--- src/rtl/priv_seg_check.sv ---
module priv_seg_check #(
  parameter bit REG_OUT = 1'b1
) (
  input  logic        clk,
  input  logic        rst_n,
  input  logic [31:0] status_i,
  input  logic [31:0] vaddr_i,
  input  logic [2:0]  size_i,
  input  logic [1:0]  kind_i,
  output logic [1:0]  mode_o,
  output logic        bypass_o,
  output logic [31:0] paddr_o,
  output logic        xlate_o,
  output logic        addr_err_o,
  output logic        err_store_o,
  output logic [31:0] bad_vaddr_o,
  output logic        uncache_o
);

  localparam logic [31:0] OVR_MASK = 32'h1000_0006;
  localparam logic [31:0] UNC_MASK = 32'hA000_0000;
  localparam logic [1:0]  KIND_ST  = 2'd2;

  logic [1:0]  mode_c;
  logic        win0_c, win1_c, byp_c, misal_c, err_c;
  logic [31:0] pa_c;

  assign mode_c  = ((status_i & OVR_MASK) != 32'd0) ? 2'd0 : status_i[4:3];
  assign win0_c  = (vaddr_i[31:29] == 3'b100);
  assign win1_c  = (vaddr_i[31:29] == 3'b101);
  assign byp_c   = win0_c | win1_c;
  assign pa_c    = byp_c ? {3'b000, vaddr_i[28:0]} : 32'd0;
  assign misal_c = ((vaddr_i[2:0] & (size_i - 3'd1)) != 3'd0);
  assign err_c   = misal_c | (win0_c & (mode_c != 2'd0));

  generate
    if (REG_OUT) begin : g_reg
      always_ff @(posedge clk or negedge rst_n) begin
        if (!rst_n) begin
          mode_o      <= 2'd0;
          bypass_o    <= 1'b0;
          paddr_o     <= 32'd0;
          xlate_o     <= 1'b0;
          addr_err_o  <= 1'b0;
          err_store_o <= 1'b0;
          bad_vaddr_o <= 32'd0;
          uncache_o   <= 1'b0;
        end else begin
          mode_o      <= mode_c;
          bypass_o    <= byp_c;
          paddr_o     <= pa_c;
          xlate_o     <= ~byp_c;
          addr_err_o  <= err_c;
          err_store_o <= err_c & (kind_i == KIND_ST);
          bad_vaddr_o <= err_c ? vaddr_i : 32'd0;
          uncache_o   <= ((vaddr_i & UNC_MASK) == UNC_MASK);
        end
      end

      assert_reg_stage_R10: assert property (@(posedge clk) disable iff (!rst_n)
        $past(rst_n) |-> (bad_vaddr_o == ($past(err_c) ? $past(vaddr_i) : 32'd0)));
      assert_store_err_R7: assert property (@(posedge clk) disable iff (!rst_n)
        $past(rst_n) |-> (err_store_o == ($past(kind_i) == KIND_ST && addr_err_o)));
    end else begin : g_comb
      assign mode_o      = mode_c;
      assign bypass_o    = byp_c;
      assign paddr_o     = pa_c;
      assign xlate_o     = ~byp_c;
      assign addr_err_o  = err_c;
      assign err_store_o = err_c & (kind_i == KIND_ST);
      assign bad_vaddr_o = err_c ? vaddr_i : 32'd0;
      assign uncache_o   = ((vaddr_i & UNC_MASK) == UNC_MASK);
    end
  endgenerate

  assert_xlate_excl_R4: assert property (@(posedge clk) disable iff (!rst_n)
    $past(rst_n) |-> (xlate_o != bypass_o));
  assert_bypass_pa_R3: assert property (@(posedge clk) disable iff (!rst_n)
    bypass_o |-> (paddr_o[31:29] == 3'b000));
  assert_store_has_err_R7: assert property (@(posedge clk) disable iff (!rst_n)
    err_store_o |-> addr_err_o);
  assert_bad_zero_R8: assert property (@(posedge clk) disable iff (!rst_n)
    !addr_err_o |-> (bad_vaddr_o == 32'd0));
  assert_nobyp_pa_R3: assert property (@(posedge clk) disable iff (!rst_n)
    !bypass_o |-> (paddr_o == 32'd0));

endmodule

--- config.mk ---
export PLATFORM = sky130hd
export DESIGN_NAME = priv_seg_check
export DESIGN_NICKNAME = d
export VERILOG_FILES = /design/src/rtl/priv_seg_check.sv
export SDC_FILE = /design/constraint.sdc
export NUM_CORES = 1
export LEC_CHECK = 0
export BUFFER_PORTS_ARGS = -buffer_cell sky130_fd_sc_hd__buf_2
export CAP_MARGIN = 40
export CORE_ASPECT_RATIO = 0.75
export CORE_MARGIN = 2
export CORE_UTILIZATION = 42
export CTS_CLUSTER_DIAMETER = 200
export DETAILED_ROUTE_END_ITERATION = 8
export HOLD_SLACK_MARGIN = 0.06
export PLACE_DENSITY = 0.87
export SETUP_SLACK_MARGIN = 0.1
export SYNTH_ARGS = -nofsm -noshare
export SYNTH_HDL_FRONTEND = slang
export SYNTH_SLANG_ARGS = --single-unit
export TNS_END_PERCENT = 50
--- constraint.sdc ---
create_clock -name clk -period 0.8 [get_ports clk]
set_input_delay 0 -clock clk [delete_from_list [all_inputs] [get_ports clk]]
set_output_delay 0 -clock clk [all_outputs]
set_load 0.02 [all_outputs]
### Yosys cells after proc, flatten, opt, wreduce, memory -nomap -nowiden

Cells that the tools add are included.

| operators by class | value |
|---|---|
| reduce and logical (&&, ||, !) cells | 3 |
| multiplexer cells | 3 |
| equality and inequality tests | 4 |
| bitwise operators | 6 |
| add/sub/neg operators | 1 |

Operators with widths:

| operator | count |
|---|---|
| $mux 32 | 1 |
| $reduce_bool 32->1 | 1 |
| $mux 29 | 1 |
| $eq 3x3->1 const B | 2 |
| $eq 2x2->1 const B | 2 |
| $and 3x3->3 | 1 |
| $reduce_bool 3->1 | 1 |
| $sub 3x1->3 const B | 1 |
| $and 1x1->1 | 2 |
| $mux 2 | 1 |
| $or 1x1->1 | 2 |
| $reduce_bool 2->1 | 1 |
| $not 1->1 | 1 |

| word-level totals | value |
|---|---|
| output and inout bits | 71 |
| flip-flop bits (word level) | 68 |

### Depth between registers and ports, before layout

| logic depth | value |
|---|---|
| depth in word-level cells | 6 |
| depth in mapped cells | 6 |
| depth with buffers taken out | 5 |

### Worst setup path after synthesis

No wires, ideal clock.

| path | value |
|---|---|
| path kind | in2reg |
| from | input port size_i[0] |
| to | register bad_vaddr_o[12] |
| path buffers | 1 |
| data required time | 658 ps |
| path slack | -502 ps |
| cell stages on the path | 6 |
| arrival time | 1160 ps |
| cell sequence | inv_1 -> ha_1 -> inv_1 -> a222oi_1 -> buf_4 -> a21boi_0 |

| on the way | value |
|---|---|
| word-level cells in the longest chain between the ends | 5 |

RTL lines:

| element | RTL line | RTL |
|---|---|---|
| start, declared | 8 | `input logic [2:0] size_i,` |
| $sub 3x1->3 | 33 | `assign misal_c = ((vaddr_i[2:0] & (size_i - 3'd1)) != 3'd0);` |
| $and 3x3->3 | 33 |  |
| $reduce_bool 3->1 | 33 |  |
| $or 1x1->1 | 34 | `assign err_c = misal_c \| (win0_c & (mode_c != 2'd0));` |
| $mux 32 | 55 | `bad_vaddr_o <= err_c ? vaddr_i : 32'd0;` |
| end signal, assigned | 55 |  |
| end, declared | 16 | `output logic [31:0] bad_vaddr_o,` |

Every way passes these cells.

### Final worst setup path

| path | value |
|---|---|
| from | input port size_i[0] |
| to | register bad_vaddr_o[30] |

Same word-level chain as after synthesis.

==> impl_results.md <==
- Flops & latches, synth: 68
- Critical path class: in -> reg
- Total grt overflow: 0
- Wire per inst: 15.3 um
- Critical Path Sink Type: register
- CTS H-tree depth: 3
- DRT iter0 DRCs: 99
- CTS Buf Count: 9
- Vias: 1848
- Vias in the first global route: 1907
- NetSw: 2040 uW
- Hold path cells: 2
- Hold crit path type: in -> reg
- Cell-internal power: 5500 uW
- Final core area utilization: 73.7%
- Max stage delay cell, worst path: a222oi_1
- Violated checks: hold timing, setup timing
- Largest net degree at the start of global routing: 69
- Final WS setup: -145 ps
- Initial Utilization: 43.3%
- Hpwl dp: 3600 um
- Worst hold endpoint: bad_vaddr_o[30]$_DFF_PN0_
- Status: complete, but fails checks
- Die Height: 68.1 um
- Hold buffers post-CTS: 37
- Crit Path Max Fanout: 6
- Seq pwr share: 49.7%
- Sw frac: 27.1%
- Worst EP arrival: 1170 ps
- Antenna Cells: 0
- Gate power share: 19.7%
- RSZ-0062 raised after global routing: yes
- Ys Warns: 0
- Final min period: 945 ps
- DR vias/cell: 4.55
- Crit path required time: 1020 ps
- CTS tree: yes
- Worst Setup Start Kind: input port
- Main combinational cell family by area after synthesis: compound AO/OA/AOI/OAI gates
- Max-slew violations: 0
- Synth Area per Inst: 14.3 sq um
- Most frequent cells in the layout: dfrtp_1 (68), buf_2 (68), buf_6 (43)
- Simple-gate portion of the synthesized area: 10.0%
- Routed Antenna Nets: 0
- Die width: 89.5 um
- GRT Total Usage: 20.9%
- Delay of the slowest critical-path stage: 260 ps
- Root buf cell: clkbuf_8
- Clock power share: 30.6%
- Final Net Count: 399
- Pleak: 0.00203 uW
- Synth Area in Adders: 0.543%
- Worst Min Path Start: vaddr_i[30]
- Synth Area in XOR/XNOR: 0.380%
- I/O Pins: 142
- Multiplexer share of the synthesized area: 0%
- Seq/Total Area, Yosys: 73.9%
- Max-cap viol count: 0
- # DRC: 0
- Post-Syn Area: 2300 sq um
- Routability cong.: 0.703
- Layout cells sized above 1: 47.4%
- Post-synthesis cell type count: 20
- Initial antenna violation count: 0
- Sequence of cells on the critical path: buf_8 -> inv_12 -> ha_4 -> inv_2 -> a222oi_1 -> buf_4 -> buf_6 -> and2b_2
- Port Buffers: 111
- Layout Area Growth over Synthesis: 70.4%
- Std-Cell Rows: 23
- Crit. Startpoint: size_i[0]
- Cells after Synth: 161
- Period utilization: 118%
- Routed wire length: 6230 um
- Synth Area in Compound Gates: 11.1%
- Bufs on Longest Clock Path: 2
- Fmax: 1060 MHz
- Core Area: 5320 sq um
- Total power: 7540 uW
- Clock-pin slew on the worst setup and hold paths: 70 ps
- PwrDens: 1920 nW/um^2
- Final setup violating endpoints: 102
- Die area: 6100 sq um
- Global-route wire length before repair: 8980 um
- Clk sinks: 68
- Final hold slack: -67.3 ps
- Post-Route Setup TNS: -6440 ps
- Final hold vios: 1
- VDD IR-drop max: 0.00142 V
- First-pass iteration count of the detailed router: 4
[layout make-up]
| cell class | instances | area, sq um |
|---|---|---|
| clock buffer | 10 | 128 |
| fill | 353 | 1400 |
| clock inverter | 5 | 30.0 |
| inverter | 6 | 37.5 |
| timing repair buffer | 165 | 1360 |
| sequential | 68 | 1700 |
| multi-input combinational | 77 | 572 |
| tap | 75 | 93.8 |
[power groups by stage]
stage | sequential, uW | combinational [uW] | clock [uW]
CTS | 3730 | 1360 | 2360
finish | 3750 | 1490 | 2300
global placement | 3760 | 1060 | 0
detailed placement | 3770 | 1080 | 0
global route | 3760 | 1600 | 2540
floorplan | 4060 | 270 | 0
[state kept, by name, summed over array words and instances (netlist names)]
signal,count
mode_o,2
err_store_o,1
uncache_o,1
paddr_o,29
addr_err_o,1
xlate_o,1
bypass_o,1
bad_vaddr_o,32
[kinds of logic after synthesis]
| kind of cell | Yosys count |
|---|---|
| adders and majority gates | 1 |
| buffers and inverters | 18 |
| and+or+nand+nor | 38 |
| AOI/OAI and AO/OA | 34 |
| other | 1 |
| xor gates and xnor gates | 1 |
| DFF | 68 |
[per-stage QoR]
stage               cells  setup slack [ps]  instance area (sq um)
finish                406              -145                   3930
global route          406              -223                   3930
CTS                   405              -147                   3750
detailed placement    350              -599                   3060
global placement      350              -553                   3060
floorplan             163              -406                   2340
[critical path, delay by kind of cell]
family / cells / cell delay [ps]
fa+ha+maj: 1 / 250
simple gates: 1 / 220
buf+inv: 5 / 450
compound gates: 1 / 260
[cells in the mapped netlist]
cell type / n / area share (%)
dfrtp_1: 68 / 74
and2_1: 31 / 8.4
a21boi_0: 24 / 7.8
buf_4: 6 / 2.0
clkbuf_1: 6 / 0.98
inv_1: 6 / 0.98
a21boi_1: 5 / 1.6
a21oi_1: 2 / 0.43
nor2_1: 2 / 0.33
a221oi_1: 1 / 0.38
a222oi_1: 1 / 0.43
and2b_2: 1 / 0.38
conb_1: 1 / 0.16
ha_1: 1 / 0.54
nand2_1: 1 / 0.16
nand2b_1: 1 / 0.27
nor2b_1: 1 / 0.27
nor3_1: 1 / 0.22
o2111ai_1: 1 / 0.38
xor2_1: 1 / 0.38
[worst max path at each step]
stage	end	slack, ps	depth (start not counted)
finish	bad_vaddr_o[30]$_DFF_PN0_	-150	8
global route	bad_vaddr_o[19]$_DFF_PN0_	-220	9
floorplan	bad_vaddr_o[22]$_DFF_PN0_	-410	6
global placement	bad_vaddr_o[30]$_DFF_PN0_	-550	7
CTS	bad_vaddr_o[30]$_DFF_PN0_	-150	8
detailed placement	bad_vaddr_o[3]$_DFF_PN0_	-600	8
[metal layers]
| layer | global-route usage (%) | up-vias | routed length, um |
|---|---|---|---|
| met5 | 0 | - | 0 |
| met4 | 8.02 | 0 | 100 |
| met3 | 8.56 | 10 | 492 |
| li1 | - | 841 | - |
| met2 | 37.3 | 95 | 3380 |
| met1 | 22.1 | 902 | 2260 |
[timing repair]
| item | CTS | global route |
|---|---|---|
| endpoints found under the setup margin | 102 | 104 |
| pin swaps | 1 | 1 |
| gates resized for setup | 54 | 55 |
| buffers inserted | 2 | 1 |
| hold endpoints to repair | 134 | 2 |
| gates cloned | 1 | 0 |
Power figures use the tool's default switching activity.
